<file path="src/rtl/errlog_pkg.sv">
package errlog_pkg;

    localparam int REG_W     = 16;
    localparam int IDX_W     = 8;
    localparam int CLS_W     = 2;
    localparam int IDX_HI_W  = 3;
    localparam int IDX_LO_W  = IDX_W - IDX_HI_W;

    // bit positions software decodes
    localparam int B_DEVSPEC   = 15;
    localparam int B_MSI_DROP  = 14;
    localparam int B_RELEASE   = 13;
    localparam int B_IDX_HI    = 10;
    localparam int B_CAP_VLD   = 9;
    localparam int B_IDX_LO    = 4;
    localparam int B_DATA_ERR  = 3;
    localparam int B_ADDR_ERR  = 2;
    localparam int B_POST_DISC = 1;
    localparam int B_PERR      = 0;

    // sticky flags handled by the generic flag cell
    localparam int NFLAG = 6;

    typedef enum logic {
        CAP_EMPTY = 1'b0,
        CAP_HELD  = 1'b1
    } cap_state_t;

    // flag slot -> register bit
    function automatic int flag_pos(input int i);
        case (i)
            0:       return B_PERR;
            1:       return B_POST_DISC;
            2:       return B_ADDR_ERR;
            3:       return B_DATA_ERR;
            4:       return B_MSI_DROP;
            default: return B_DEVSPEC;
        endcase
    endfunction

    // flag slot -> responds to log clear
    function automatic bit flag_auto(input int i);
        return (i >= 1) && (i <= 3);
    endfunction

endpackage

</file>
<file path="src/rtl/errlog_scm_decode.sv">
module errlog_scm_decode #(
    parameter int CLS_W        = 2,
    parameter int IDX_W        = 8,
    parameter int CMPL_CLASS   = 2,
    parameter int DATA_ERR_IDX = 1,
    parameter int DEVSPEC_NIB  = 8
) (
    input  logic             scm_valid,
    input  logic [CLS_W-1:0] scm_class,
    input  logic [IDX_W-1:0] scm_index,
    output logic             qual,
    output logic             devspec
);
    localparam int NIB_W = 4;

    logic is_cmpl;

    always_comb begin
        is_cmpl = scm_valid && (scm_class == CLS_W'(CMPL_CLASS));
        qual    = is_cmpl && (scm_index != IDX_W'(DATA_ERR_IDX));
        devspec = is_cmpl &&
                  (scm_index[IDX_W-1 -: NIB_W] == NIB_W'(DEVSPEC_NIB));
    end

endmodule

</file>
<file path="src/rtl/errlog_flag.sv">
module errlog_flag #(
    parameter bit AUTO_CLR = 1'b0
) (
    input  logic clk,
    input  logic rst_n,
    input  logic set,
    input  logic w1c,
    input  logic log_clr_n,
    output logic q
);
    logic auto_act;

    assign auto_act = AUTO_CLR && !log_clr_n;

    always_ff @(posedge clk or negedge rst_n) begin
        if (!rst_n)
            q <= 1'b0;
        else if (auto_act)
            q <= set;
        else if (set)
            q <= 1'b1;
        else if (w1c)
            q <= 1'b0;
    end

    // an event always leaves the flag set
    assert_set_wins_R6: assert property (@(posedge clk) disable iff (!rst_n)
        set |=> q);

    // a clear with no event empties the flag
    assert_w1c_R7: assert property (@(posedge clk) disable iff (!rst_n)
        (w1c && !set) |=> !q);

    // in pulse mode the flag drops without a fresh event
    assert_auto_clr_R8: assert property (@(posedge clk) disable iff (!rst_n)
        (AUTO_CLR && !log_clr_n && !set) |=> !q);

endmodule

</file>
<file path="src/rtl/errlog_capture.sv">
module errlog_capture
    import errlog_pkg::*;
#(
    parameter int IDX_W = 8
) (
    input  logic             clk,
    input  logic             rst_n,
    input  logic             qual,
    input  logic [IDX_W-1:0] idx_in,
    input  logic             release_req,
    output logic             held,
    output logic [IDX_W-1:0] idx_out
);
    cap_state_t       state, state_nx;
    logic [IDX_W-1:0] idx_q;
    logic             load;

    // state register
    always_ff @(posedge clk or negedge rst_n) begin
        if (!rst_n)
            state <= CAP_EMPTY;
        else
            state <= state_nx;
    end

    // next state
    always_comb begin
        state_nx = state;
        load     = 1'b0;
        unique case (state)
            CAP_EMPTY: begin
                if (qual) begin
                    state_nx = CAP_HELD;
                    load     = 1'b1;
                end
            end
            CAP_HELD: begin
                if (release_req && qual) begin
                    state_nx = CAP_HELD;
                    load     = 1'b1;
                end else if (release_req) begin
                    state_nx = CAP_EMPTY;
                end
            end
            default: state_nx = CAP_EMPTY;
        endcase
    end

    always_ff @(posedge clk or negedge rst_n) begin
        if (!rst_n)
            idx_q <= '0;
        else if (load)
            idx_q <= idx_in;
    end

    // outputs
    always_comb begin
        held    = (state == CAP_HELD);
        idx_out = held ? idx_q : '0;
    end

    // a held index stays put unless released
    assert_hold_index_R4: assert property (@(posedge clk) disable iff (!rst_n)
        (state == CAP_HELD && !release_req) |=> (state == CAP_HELD) && $stable(idx_q));

    // release without a new message empties the record
    assert_release_R3: assert property (@(posedge clk) disable iff (!rst_n)
        (release_req && !qual) |=> (state == CAP_EMPTY));

    // a message in the release cycle is recorded
    assert_release_race_R6: assert property (@(posedge clk) disable iff (!rst_n)
        (release_req && qual) |=> (state == CAP_HELD) && (idx_q == $past(idx_in)));

endmodule

</file>
<file path="src/rtl/errlog_status_reg.sv">
module errlog_status_reg
    import errlog_pkg::*;
(
    input  logic              clk,
    input  logic              pwr_rst_n,
    input  logic              link_rst_n,
    input  logic              log_clr_n,
    input  logic              scm_valid,
    input  logic [CLS_W-1:0]  scm_class,
    input  logic [IDX_W-1:0]  scm_index,
    input  logic              msi_drop,
    input  logic              data_err,
    input  logic              addr_err,
    input  logic              post_discard,
    input  logic              perr_seen,
    input  logic              reg_wr_en,
    input  logic [REG_W-1:0]  reg_wr_data,
    input  logic              reg_rd_en,
    output logic [REG_W-1:0]  reg_rd_data
);
    logic             cmpl_qual;
    logic             cmpl_devspec;
    logic [NFLAG-1:0] flag_set;
    logic [NFLAG-1:0] flag_q;
    logic             cap_held;
    logic [IDX_W-1:0] cap_idx;
    logic             rel_req;
    logic [REG_W-1:0] status_word;

    errlog_scm_decode #(
        .CLS_W(CLS_W),
        .IDX_W(IDX_W)
    ) u_decode (
        .scm_valid (scm_valid),
        .scm_class (scm_class),
        .scm_index (scm_index),
        .qual      (cmpl_qual),
        .devspec   (cmpl_devspec)
    );

    assign flag_set = {cmpl_devspec, msi_drop, data_err, addr_err, post_discard, perr_seen};

    for (genvar g = 0; g < NFLAG; g++) begin : g_flag
        errlog_flag #(
            .AUTO_CLR(flag_auto(g))
        ) u_flag (
            .clk       (clk),
            .rst_n     (pwr_rst_n),
            .set       (flag_set[g]),
            .w1c       (reg_wr_en && reg_wr_data[flag_pos(g)]),
            .log_clr_n (log_clr_n),
            .q         (flag_q[g])
        );
    end

    assign rel_req = reg_wr_en && reg_wr_data[B_RELEASE];

    errlog_capture #(
        .IDX_W(IDX_W)
    ) u_capture (
        .clk         (clk),
        .rst_n       (pwr_rst_n),
        .qual        (cmpl_qual),
        .idx_in      (scm_index),
        .release_req (rel_req),
        .held        (cap_held),
        .idx_out     (cap_idx)
    );

    always_comb begin
        status_word = '0;
        for (int i = 0; i < NFLAG; i++)
            status_word[flag_pos(i)] = flag_q[i];
        status_word[B_CAP_VLD] = cap_held;
        status_word[B_IDX_HI +: IDX_HI_W] = cap_idx[IDX_W-1 -: IDX_HI_W];
        status_word[B_IDX_LO +: IDX_LO_W] = cap_idx[IDX_LO_W-1:0];
    end

    always_ff @(posedge clk or negedge link_rst_n) begin
        if (!link_rst_n)
            reg_rd_data <= '0;
        else if (reg_rd_en)
            reg_rd_data <= status_word;
    end

    // release bit never reads back as 1
    assert_release_zero_R3: assert property (@(posedge clk) disable iff (!link_rst_n)
        reg_rd_data[B_RELEASE] == 1'b0);

    // index fields are empty when no index is held
    assert_idx_zero_R5: assert property (@(posedge clk) disable iff (!link_rst_n || !pwr_rst_n)
        !reg_rd_data[B_CAP_VLD] |->
            (reg_rd_data[B_IDX_HI +: IDX_HI_W] == '0) && (reg_rd_data[B_IDX_LO +: IDX_LO_W] == '0));

    // a read returns the word as it stood at the strobe
    assert_read_latency_R9: assert property (@(posedge clk) disable iff (!link_rst_n || !pwr_rst_n)
        reg_rd_en |=> reg_rd_data == $past(status_word));

endmodule

</file>
<file path="config.mk">
export PLATFORM = sky130hd
export DESIGN_NAME = errlog_status_reg
export DESIGN_NICKNAME = d
export VERILOG_FILES = /design/src/rtl/errlog_pkg.sv /design/src/rtl/errlog_scm_decode.sv /design/src/rtl/errlog_flag.sv /design/src/rtl/errlog_capture.sv /design/src/rtl/errlog_status_reg.sv
export SDC_FILE = /design/constraint.sdc
export NUM_CORES = 1
export LEC_CHECK = 0
export BUFFER_PORTS_ARGS = -buffer_cell sky130_fd_sc_hd__buf_2
export CAP_MARGIN = 15
export CORE_AREA = 4 4 53 66
export CTS_CLUSTER_DIAMETER = 40
export DETAILED_ROUTE_END_ITERATION = 8
export DIE_AREA = 0 0 57 70
export PLACE_DENSITY = 0.73
export SLEW_MARGIN = 20
export SYNTH_ARGS = -nofsm -noshare
export SYNTH_HDL_FRONTEND = slang
export SYNTH_SLANG_ARGS = --single-unit
</file>
<file path="constraint.sdc">
create_clock -name clk -period 2.07 [get_ports clk]
set_input_delay 0.1035 -clock clk [delete_from_list [all_inputs] [get_ports clk]]
set_output_delay 0.1035 -clock clk [all_outputs]
set_load 0.02 [all_outputs]
</file>
==> metrics.sh, run 1 <==
RR_ENDPOINT='u_capture.idx_q[6]'
REG2REG_DEPTH=3
LEAKAGEPOWER_nW=0.7488
CLOCK_TREE_FROM_TRITONCTS='built'
CLOCK.FMAX_MHz=601.6
SEQPWRFRAC_PCT=53.7
AREAGROWTHSYNTHTOFINISH_PCT=30.06
YOSYSTOPAREACELL='dfrtp_1'
SWITCHING_SHARE_PCT=28.61
NNETSFINAL=185
MAX-VDD-IR-DROP_V=0.0004589
CRIT-REG2REG-LAUNCH='u_capture.held'
SYNTH.CELL_AREA_SQ_UM=1224
ANTENNA-DIODE-COUNT=0
CELL_INTERNAL_PWR_uW=957.5
FP.COREAREA_SQ_UM=2918
YOSYS-TOP-CELLS-AREA='dfrtp_1 (61%), mux2_2 (14%), nand3_1 (3.3%)'
CLOCK-ROOT-BUFFER='clkbuf_4'
TOTALPOWERFINAL_mW=1.341
INITIAL_UTILIZATION_PCT=41.94
ROUTED_WIRELENGTH_UM=2524
CRITPATHMAXFANOUT=10
WORSTHOLDPATHCELLS=2
SYN-NUM-NETS=132
SYNTH.YOSYS.SEQ_AREA_SHARE_PCT=61.35
DIE_HEIGHT_UM=70
SLOWEST_STAGE_CELL_ON_THE_CRITICAL_PATH='dfrtp_1'
YOSYS.AREA.TOP_TYPE_SHARE_PCT=61.35
ANTENNA_VIOLATING_NETS_POST_ROUTE=0
DR.PASS1.ITERS=4
GRT_START_MAX_NET_PINS=24
PORT_BUFFERS=43
YS.WARNINGS.COUNT=0
CTS-RESIZED-GATES=0
SYNTH_SEQ_CELLS=30
COMB_POWER_SHARE_PCT=19.2
FINALCRITPERIODSHARE_PCT=80.30
HOLD_BUFFERS=7
SYNTH_CELL_TYPES=21
DRT-INITIAL-DRC-COUNT=12
END_KIND='flip-flop'
CLOCK_INSERTION_DELAY_WORST_SKEW_NS=0.32
GRT_PASS1_VIAS=901
NETLIST_INSTANCES=94
GLOBALROUTE.TOTALOVERFLOW=0
NET-SWITCHING-POWER_uW=383.8
CLK_PATH_BUF_DEPTH=2
DRC=0
MAXSLEWVIOLCOUNT=0
SYNTH-EDFF-COUNT=0
HOLD_END='u_capture.idx_q[0]'
GRT_ANTENNA_BEFORE_REPAIR=0
POST-ROUTE-MIN-PERIOD_NS=1.662
CLOCK_TRANSITION_AT_THE_REGISTER_CLOCK_PINS_ON_THE_WORST_SETUP_AND_HOLD_PATHS_AFTER_CTS_NS=0.10
VIAS=874
CRITPATHLAUNCHTYPE='flip-flop'
CTS_SINKS=30
MIN_FROM='scm_index[0]'
FINAL-SETUP-VIOL-COUNT=0
DETAIL_ROUTE.VIAS_PER_CELL=4.750
SYNTH_COMMON_CELLS='dfrtp_1 (30), mux2_2 (15), inv_1 (8), nand3_1 (8), o21ai_0 (8)'
CLOCK_TREE.HTREE_LEVEL_COUNT=2
TIMING.CRITICAL_PATH.SLOWEST_CELL_DELAY_NS=0.51
ASYNCSETRESETFLOPFRACSYNTH_PCT=100.0
GRT_UTIL_ALL_LAYERS_PCT=14.69
ROUTED_LENGTH_PER_PLACED_INSTANCE_UM=13.72
FIN_WORST_SKEW_NS=0.005991
SIGNAL_ARRIVAL_TIME_AT_THE_WORST_ENDPOINT_NS=1.88
CTS_SETUP_BUFFERS=0
PATH_TYPE_OF_THE_WORST_MIN_DELAY_PATH='in2reg'
GP_CONGESTION=0.7295
IO_PINS=54
CP_CELL_SEQUENCE='a21boi_4 -> a211oi_4 -> mux2_2'
MEAN_INSTANCE_SIZE_IN_THE_SYNTHESIZED_NETLIST_SQ_UM=13.02
PWR_CELL_AREA_nW_PER_UM2=842.8
RSZ0062_AT_GRT='no'
FINAL_LAYOUT_SIZE_SUFFIX_GT1_SHARE_PCT=50.00
SYNTH_MOST_COMMON_CELL='dfrtp_1'
REQUIRED_NS=2.29
DIE-AREA_SQ_UM=3990
TRITONCTS.NUM_BUFFERS=5
DIE-WIDTH_UM=57
PWR-SHARE-CLK_PCT=27.1
RRSETUPSLACK_NS=0.41
YS_DOMINANT_REG_CELL='dfrtp_1'
WORST-SETUP-PATH-TYPE='reg2reg'
STATUS='completed'
GRT_FIRST_PASS_WIRELENGTH_UM=4409
TIMING.MAX_CAP.VIOLATIONS=0
HOLD_VIOLATIONS=0
TIMING.SETUP.TNS_NS=0
ROWS=22
## stage by stage
step	setup WS [ns]	hold WS (ns)	cell area [sq um]	cells	utilization, %
after floorplan	0.5998	-0.1921	1224	94	-
after global placement	0.4618	0.02156	1458	169	49.96
after detailed placement	0.4073	0.02678	1458	169	49.96
after CTS	0.4001	0.01329	1592	184	54.55
after global routing	0.3196	0.01890	1592	184	54.55
final	0.4078	0.02727	1592	184	54.55
## final cells by class
class | count | area [sq um]
sequential | 30 | 750.7
fill | 276 | 1326
timing repair buffer | 50 | 285.3
clock inverter | 2 | 12.51
clock buffer | 6 | 51.30
multi-input combinational | 52 | 416.7
inverter | 8 | 30.03
tap | 36 | 45.04
## state kept, by name, summed over array words and instances, names as in the netlist
name / flops
u_capture.held: 1
g_flag.u_flag.q: 6
reg_rd_data: 15
u_capture.idx_q: 8
## cell usage in the layout, fill, tap and decap left out
master	Yosys	routed
clkbuf_4	0	5
nor4_1	1	1
a22o_1	1	1
o21ai_0	8	8
nand3b_1	1	1
buf_2	0	43
a211oi_4	1	1
conb_1	1	1
clkinv_2	0	1
clkbuf_8	0	1
mux2_2	15	15
a21o_1	2	2
nand2_1	6	6
nor4b_2	1	1
clkinvlp_4	0	1
dlygate4sd3_1	0	7
nor4_2	1	1
nand3_1	8	8
or2_2	1	1
a31o_2	3	3
inv_1	8	8
dfrtp_1	30	30
a21boi_4	1	1
a21oi_1	1	1
## worst max-delay path, delay by kind of cell, from the launching register on
kind            cells  cell delay [ns]
mux                 1             0.40
compound gates      2             0.65
flops               1             0.51
## metal layers
layer	global-route usage [%]	part of all wire (%)	up-vias
met5	0	0	-
met4	7.732	2.7	0
met3	5.545	7.1	5
met2	24.02	51	31
met1	16.27	40	409
li1	-	-	429
## power groups by stage
| stage | logic, mW | registers, mW | clock network (mW) |
|---|---|---|---|
| 3_5_place_dp | 0.251 | 0.734 | 0 |
| 3_3_place_gp | 0.244 | 0.727 | 0 |
| 2_1_floorplan | 0.111 | 0.768 | 0 |
| 5_1_grt | 0.283 | 0.734 | 0.409 |
| 6_report | 0.258 | 0.720 | 0.364 |
| 4_1_cts | 0.262 | 0.721 | 0.379 |
## worst max-delay path by stage
stage | startpoint | end
4_1_cts | u_capture.held | u_capture.idx_q[6]
6_report | u_capture.held | u_capture.idx_q[6]
3_3_place_gp | u_capture.held | u_capture.idx_q[4]
3_5_place_dp | u_capture.held | u_capture.idx_q[6]
5_1_grt | u_capture.held | u_capture.idx_q[6]
2_1_floorplan | u_capture.held | u_capture.idx_q[0]
## cells by family (layout without fill, tap and decap cells)
group / count (synthesis) / in the layout / share of synthesized area (%)
buffers and inverters: 12 / 66 / 4.602
other: 1 / 1 / 0.3065
flip-flops: 30 / 30 / 61.35
multiplexers: 15 / 15 / 13.80
AO/OA/AOI/OAI: 17 / 17 / 10.94
AND/OR/NAND/NOR: 19 / 19 / 8.998
(Power assumes the default switching activity.)
==> inputs of run 2 (changes only) <==
--- a/config.mk
+++ b/config.mk
@@ -7,11 +7,11 @@
 export LEC_CHECK = 0
 export BUFFER_PORTS_ARGS = -buffer_cell sky130_fd_sc_hd__buf_2
 export CAP_MARGIN = 15
-export CORE_AREA = 4 4 53 66
+export CORE_AREA = 4 4 54 69
 export CTS_CLUSTER_DIAMETER = 40
 export DETAILED_ROUTE_END_ITERATION = 8
-export DIE_AREA = 0 0 57 70
-export PLACE_DENSITY = 0.73
+export DIE_AREA = 0 0 58 73
+export PLACE_DENSITY = 0.71
 export SLEW_MARGIN = 20
 export SYNTH_ARGS = -nofsm -noshare
 export SYNTH_HDL_FRONTEND = slang
==> constraint.sdc (replaced) <==
create_clock -name clk -period 1.5 [get_ports clk]
set_input_delay 0.075 -clock clk [delete_from_list [all_inputs] [get_ports clk]]
set_output_delay 0.075 -clock clk [all_outputs]
set_load 0.02 [all_outputs]
==> run 2 against run 1 <==
Compared with the run above: worst setup slack worse by 0.35 ns; via count is 5.6% higher; combinational power is 46% higher; die area rose by 6.1%; critical endpoint is now u_capture.idx_q[4]; highest routed layer unchanged.
==> metrics.sh, run 2 (synthesized netlist as in run 1, its figures left out) <==
PORT_BUFFERS=43  # unchanged
INITIAL_UTILIZATION_PCT=39.37  # -2.6 points
MAX_FLOP_REGISTER='reg_rd_data'
DRT-INITIAL-DRC-COUNT=23  # +11
CLK_PATH_BUF_DEPTH=2  # unchanged
ROUTED_WIRELENGTH_UM=2721  # +7.8%
PWR_CELL_AREA_nW_PER_UM2=1237  # +47%
GRT_PASS1_VIAS=1075  # +19%
PATH_TYPE_OF_THE_WORST_MIN_DELAY_PATH='in2reg'
ANTENNA_VIOLATING_NETS_POST_ROUTE=0  # unchanged
NNETSFINAL=187  # +1.1%
GRT_FIRST_PASS_WIRELENGTH_UM=4754  # +7.8%
CLOCK_TRANSITION_AT_THE_REGISTER_CLOCK_PINS_ON_THE_WORST_SETUP_AND_HOLD_PATHS_AFTER_CTS_NS=0.06  # -0.04 ns
DIE-AREA_SQ_UM=4234  # +6.1%
GRT_ANTENNA_BEFORE_REPAIR=0  # unchanged
DETAIL_ROUTE.VIAS_PER_CELL=4.936  # +3.9%
VIAS=923  # +5.6%
IO_PINS=54  # unchanged
MAXSLEWVIOLCOUNT=0  # unchanged
GRT_START_MAX_NET_PINS=24  # unchanged
CLOCK.FMAX_MHz=691.7  # +15%
MOSTFREQUENTLAYOUTCELLS='buf_2 (43), dfrtp_1 (30), mux2_2 (15)'
TIMING.SETUP.TNS_NS=0  # unchanged
GLOBALROUTE.TOTALOVERFLOW=0  # unchanged
ANTENNA-DIODE-COUNT=0  # unchanged
DIE-WIDTH_UM=58  # +1.8%
TRITONCTS.NUM_BUFFERS=5  # unchanged
CLOCK_TREE.HTREE_LEVEL_COUNT=2  # unchanged
FIN_WORST_SKEW_NS=0.004795  # -0.001196 ns
WORST-SETUP-PATH-TYPE='reg2reg'
FILLERINSTANCES=274  # -0.72%
DR.PASS1.ITERS=4  # unchanged
FINAL_LAYOUT_SIZE_SUFFIX_GT1_SHARE_PCT=50.00  # unchanged
CLOCK_INSERTION_DELAY_WORST_SKEW_NS=0.28  # -0.04 ns
STATUS='completed'
ROUTED_LENGTH_PER_PLACED_INSTANCE_UM=14.55  # +6.1%
DIE_HEIGHT_UM=73  # +4.3%
ROWS=23  # +4.5%
GRT_UTIL_ALL_LAYERS_PCT=14.97  # +0.28 points
LEAKAGEPOWER_nW=0.7726  # +3.2%
POST-ROUTE-UTIL_PCT=52.62  # -1.9 points
END_KIND='flip-flop'
TOP_FLOP_REGS='reg_rd_data: 15 flops, u_capture.idx_q: 8 flops, g_flag.u_flag.q: 6 flops'
FINAL-SETUP-VIOL-COUNT=0  # unchanged
CRITPATHMAXFANOUT=8  # -2
FP.COREAREA_SQ_UM=3108  # +6.5%
POST-ROUTE-MIN-PERIOD_NS=1.446  # -0.2165 ns
HOLD_VIOLATIONS=0  # unchanged
CLOCK-ROOT-BUFFER='clkbuf_8'
TIMING.MAX_CAP.VIOLATIONS=0  # unchanged
SIGNAL_ARRIVAL_TIME_AT_THE_WORST_ENDPOINT_NS=1.61  # -0.27 ns
CTS-RESIZED-GATES=0  # unchanged
CLOCK_TREE_FROM_TRITONCTS='built'
MOSTFREQUENTLAYOUTCELL='buf_2'
AREAGROWTHSYNTHTOFINISH_PCT=33.64
CRITPATHLAUNCHTYPE='flip-flop'
MAX-VDD-IR-DROP_V=0.0007322  # +60%
REQUIRED_NS=1.66  # -0.63 ns
DRC=0  # unchanged
CTS_SETUP_BUFFERS=0  # unchanged
CTS_SINKS=30  # unchanged
LARGEST_REG_FLOPS=15  # unchanged
GP_CONGESTION=0.6939  # -4.9%
RSZ0062_AT_GRT='no'
FINALCRITPERIODSHARE_PCT=96.38  # +16 points
==> run 2: cell types whose count changed in the layout (fill, tap and decap cells not counted) <==
cell        previous run  this run
clkbuf_8               1         6
clkbuf_4               5         0
clkbuf_1               0         1
clkinvlp_4             1         0
buf_4                  0         2
==> run 2: final timing paths <==
check,end,start,slack [ns],depth (start not counted)
worst max-delay path,u_capture.idx_q[4],u_capture.held,0.05,3
worst min-delay path,u_capture.idx_q[0],scm_index[0],0.05,2
worst max register to register,u_capture.idx_q[4],u_capture.held,0.05,3
worst min register to register,g_flag[0].u_flag.q,g_flag[0].u_flag.q,0.48,1
max in group asynchronous,u_capture.idx_q[1],pwr_rst_n,0.99,2
min in group asynchronous,reg_rd_data[1],link_rst_n,0.23,2
==> run 2: worst max-delay path, cell delays in order, from the launching register on <==
cell and delay, ns:
dfrtp_1 0.37, a21boi_4 0.15, a211oi_4 0.41, mux2_2 0.39
==> run 2: area by class of cell <==
cell class                      instances  area (sq um)  share of cell area (%)
Clock inverter                          1         5.005                  0.3060
Timing Repair Buffer                   52         300.3                   18.36
Inverter                                8         30.03                   1.836
Sequential cell                        30         750.7                   45.91
Tap cell                               37         46.29                   2.831
Clock buffer                            7         86.33                   5.279
Multi-Input combinational cell         52         416.7                   25.48
==> run 2: metrics by stage <==
stage	setup WS, ns	total power [mW]	hold slack, ns	instances	instance area [sq um]
after CTS	0.04873	2.049	0.04356	187	1635
after floorplan	0.02982	1.214	-0.2206	94	1224
after global placement	0.08824	1.349	-0.009582	172	1474
after detailed placement	0.06075	1.372	-0.005923	172	1474
final	0.05429	2.024	0.05445	187	1635
after global routing	0.0002662	2.147	0.05571	187	1635
==> run 2: power by group <==
part	leakage, nW	switching (mW)	internal (mW)
registers	0.361	0.0612	0.930
clock network	0.0482	0.287	0.369
logic	0.364	0.201	0.175
total	0.773	0.549	1.47
==> run 2: what timing repair did <==
action	4_1_cts	5_1_grt
endpoints found under the hold margin	35	0
hold buffers	7	0
setup endpoints to repair	0	0
==> run 2: per-layer routing <==
layer | GRT usage (%) | vias up | share of wire, %
met2 | 26.01 | 39 | 53
met3 | 4.779 | 5 | 6.3
met4 | 7.474 | 0 | 1.9
met1 | 16.14 | 448 | 39
met5 | 0 | - | 0
li1 | - | 431 | -
==> inputs of run 3 (changes only) <==
--- a/config.mk
+++ b/config.mk
@@ -7,11 +7,13 @@
 export LEC_CHECK = 0
 export BUFFER_PORTS_ARGS = -buffer_cell sky130_fd_sc_hd__buf_2
 export CAP_MARGIN = 15
-export CORE_AREA = 4 4 54 69
+export CELL_PAD_IN_SITES_DETAIL_PLACEMENT = 0
+export CELL_PAD_IN_SITES_GLOBAL_PLACEMENT = 1
+export CORE_AREA = 4 4 62 78
 export CTS_CLUSTER_DIAMETER = 40
 export DETAILED_ROUTE_END_ITERATION = 8
-export DIE_AREA = 0 0 58 73
-export PLACE_DENSITY = 0.71
+export DIE_AREA = 0 0 66 82
+export PLACE_DENSITY_LB_ADDON = 0.1
 export SLEW_MARGIN = 20
 export SYNTH_ARGS = -nofsm -noshare
 export SYNTH_HDL_FRONTEND = slang
==> run 3 against run 2 <==
Compared with the run above: combinational power about the same; critical endpoint is now u_capture.idx_q[0]; clock skew increased by 0.0016 ns; cell count increased by 11%.
==> metrics.sh, run 3 (synthesized netlist as in run 1, its figures left out) <==
DIE-AREA_SQ_UM=5412  # +28%
FP.COREAREA_SQ_UM=4066  # +31%
PWR-SHARE-CLK_PCT=32.3  # about the same
WORST-SETUP-PATH-TYPE='reg2reg'
CELL_INTERNAL_PWR_mW=1.476  # +0.11%
TIMING.MAX_CAP.VIOLATIONS=0  # unchanged
CTS-RESIZED-GATES=0  # unchanged
NET-SWITCHING-POWER_uW=533.9  # -2.8%
SEQPWRFRAC_PCT=49.1  # about the same
DP_HPWL_UM=2080
CLOCK_INSERTION_DELAY_WORST_SKEW_NS=0.28  # about the same
GRT_UTIL_ALL_LAYERS_PCT=11.41  # -3.6 points
FIN_WORST_SKEW_NS=0.006412  # +0.001617 ns
END_KIND='flip-flop'
ANTENNA_VIOLATING_NETS_POST_ROUTE=0  # unchanged
PWR_CELL_AREA_nW_PER_UM2=1200  # -3.0%
DIE_HEIGHT_UM=82  # +12%
DIE-WIDTH_UM=66  # +14%
CLOCK_TREE_FROM_TRITONCTS='built'
COMB_POWER_SHARE_PCT=18.6  # about the same
SWITCHING_SHARE_PCT=26.56  # -0.59 points
FINAL-SETUP-VIOL-COUNT=0  # unchanged
GRT_PASS1_VIAS=989  # -8.0%
SIGNAL_ARRIVAL_TIME_AT_THE_WORST_ENDPOINT_NS=1.53  # -0.08 ns
LARGEST_REG_FLOPS=15  # unchanged
TOP_FLOP_REGS='reg_rd_data: 15 flops, u_capture.idx_q: 8 flops, g_flag.u_flag.q: 6 flops'
MOSTFREQUENTLAYOUTCELLS='buf_2 (43), dfrtp_1 (30), mux2_2 (15)'
GRT_ANTENNA_BEFORE_REPAIR=0  # unchanged
DRC=0  # unchanged
POSTPLACECELLAREA_SQ_UM=1513  # +2.6%
TOTALPOWERFINAL_mW=2.010  # -0.69%
CLOCK.FMAX_MHz=726.1  # +5.0%
MAXSLEWVIOLCOUNT=0  # unchanged
CLOCK-ROOT-BUFFER='clkbuf_8'
ROWS=26  # +13%
CTS_SINKS=30  # unchanged
MOSTFREQUENTLAYOUTCELL='buf_2'
RSZ0062_AT_GRT='no'
ANTENNA-DIODE-COUNT=0  # unchanged
GRT_FIRST_PASS_WIRELENGTH_UM=4457  # -6.2%
FINALCRITPERIODSHARE_PCT=91.81  # -4.6 points
ROUTED_WIRELENGTH_UM=2725  # +0.15%
WHS_NS=0.05361  # -0.0008369 ns
CRITPATHMAXFANOUT=8  # unchanged
PORT_BUFFERS=43  # unchanged
TRITONCTS.NUM_BUFFERS=5  # unchanged
STATUS='completed'
DR.PASS1.ITERS=4  # unchanged
IO_PINS=54  # unchanged
CLOCK_TREE.HTREE_LEVEL_COUNT=2  # unchanged
PATH_TYPE_OF_THE_WORST_MIN_DELAY_PATH='in2reg'
REQUIRED_NS=1.66  # about the same
CLOCK_TRANSITION_AT_THE_REGISTER_CLOCK_PINS_ON_THE_WORST_SETUP_AND_HOLD_PATHS_AFTER_CTS_NS=0.06  # about the same
HOLD_VIOLATIONS=0  # unchanged
DRT-INITIAL-DRC-COUNT=21  # -8.7%
AREAGROWTHSYNTHTOFINISH_PCT=36.81
RRSETUPSLACK_NS=0.12  # +0.07 ns
MAX_FLOP_REGISTER='reg_rd_data'
LEAKAGEPOWER_nW=0.7833  # +1.4%
MAX-VDD-IR-DROP_V=0.0004736  # -35%
CRITPATHLAUNCHTYPE='flip-flop'
FIN_AREA_SQ_UM=1674  # +2.4%
FINAL_LAYOUT_SIZE_SUFFIX_GT1_SHARE_PCT=50.66  # +0.66 points
NNETSFINAL=189  # +1.1%
VIAS=919  # -0.43%
GLOBALROUTE.TOTALOVERFLOW=0  # unchanged
INITIAL_UTILIZATION_PCT=30.09  # -9.3 points
DETAIL_ROUTE.VIAS_PER_CELL=4.418  # -10%
POST-ROUTE-MIN-PERIOD_NS=1.377  # -0.06856 ns
GP_CONGESTION=0.6727  # -3.1%
GRT_START_MAX_NET_PINS=24  # unchanged
TIMING.SETUP.TNS_NS=0  # unchanged
CLK_PATH_BUF_DEPTH=2  # unchanged
ROUTED_LENGTH_PER_PLACED_INSTANCE_UM=13.10  # -10%
-- run 3: cell types whose count changed in the layout (fill, tap and decap cells not counted), sizes merged --
cell,before,now
buf,45,47
-- run 3: metrics by stage --
stage	setup WS [ns]	utilization, %	std cells
2_1_floorplan	0.02982	-	94
3_3_place_gp	0.1426	37.20	193
3_5_place_dp	0.1287	37.20	193
4_1_cts	0.1072	41.17	208
5_1_grt	0.06600	41.17	208
6_report	0.1229	41.17	208
-- run 3: cell type report --
type                            instances  area [sq um]
Multi-Input combinational cell         52         416.7
Timing Repair Buffer                   54         315.3
Sequential cell                        30         750.7
Clock buffer                            7         86.33
Clock inverter                          1         5.005
Inverter                                8         30.03
Tap cell                               56         70.07
Fill cell                             415          2392
-- run 3: power by group through the flow --
stage               clock [mW]  sequential, mW  combinational [mW]
global placement             0           0.999               0.365
global route             0.714            1.00               0.418
finish                   0.649           0.987               0.374
CTS                      0.675           0.989               0.386
floorplan                    0            1.06               0.154
detailed placement           0            1.00               0.371
-- run 3: what timing repair did --
item,4_1_cts,5_1_grt
hold buffers,7,0
setup buffers,0,0
hold endpoints to repair,35,0
-- run 3: worst paths after layout --
| kind | from | end | depth (start not counted) |
|---|---|---|---|
| max reg2reg | u_capture.held | u_capture.idx_q[0] | 4 |
| min in group asynchronous | pwr_rst_n | u_capture.idx_q[3] | 2 |
| min | scm_index[0] | u_capture.idx_q[0] | 2 |
| min reg2reg | g_flag[0].u_flag.q | g_flag[0].u_flag.q | 1 |
| max in group asynchronous | link_rst_n | reg_rd_data[10] | 2 |
| max | u_capture.held | u_capture.idx_q[0] | 4 |
-- run 3: worst max-delay path, stage by stage, from the launching register on --
cell and delay (ns):
dfrtp_1 0.38, a21boi_4 0.15, a211oi_4 0.19, buf_4 0.20, mux2_2 0.34
-- run 3: per-layer routing --
| metal | vias to the layer above | track usage, % | routed length (um) |
|---|---|---|---|
| met5 | - | 0 | 0 |
| met3 | 6 | 3.694 | 164 |
| li1 | 438 | - | - |
| met1 | 447 | 12.81 | 1168 |
| met4 | 0 | 6.707 | 55 |
| met2 | 28 | 18.86 | 1336 |
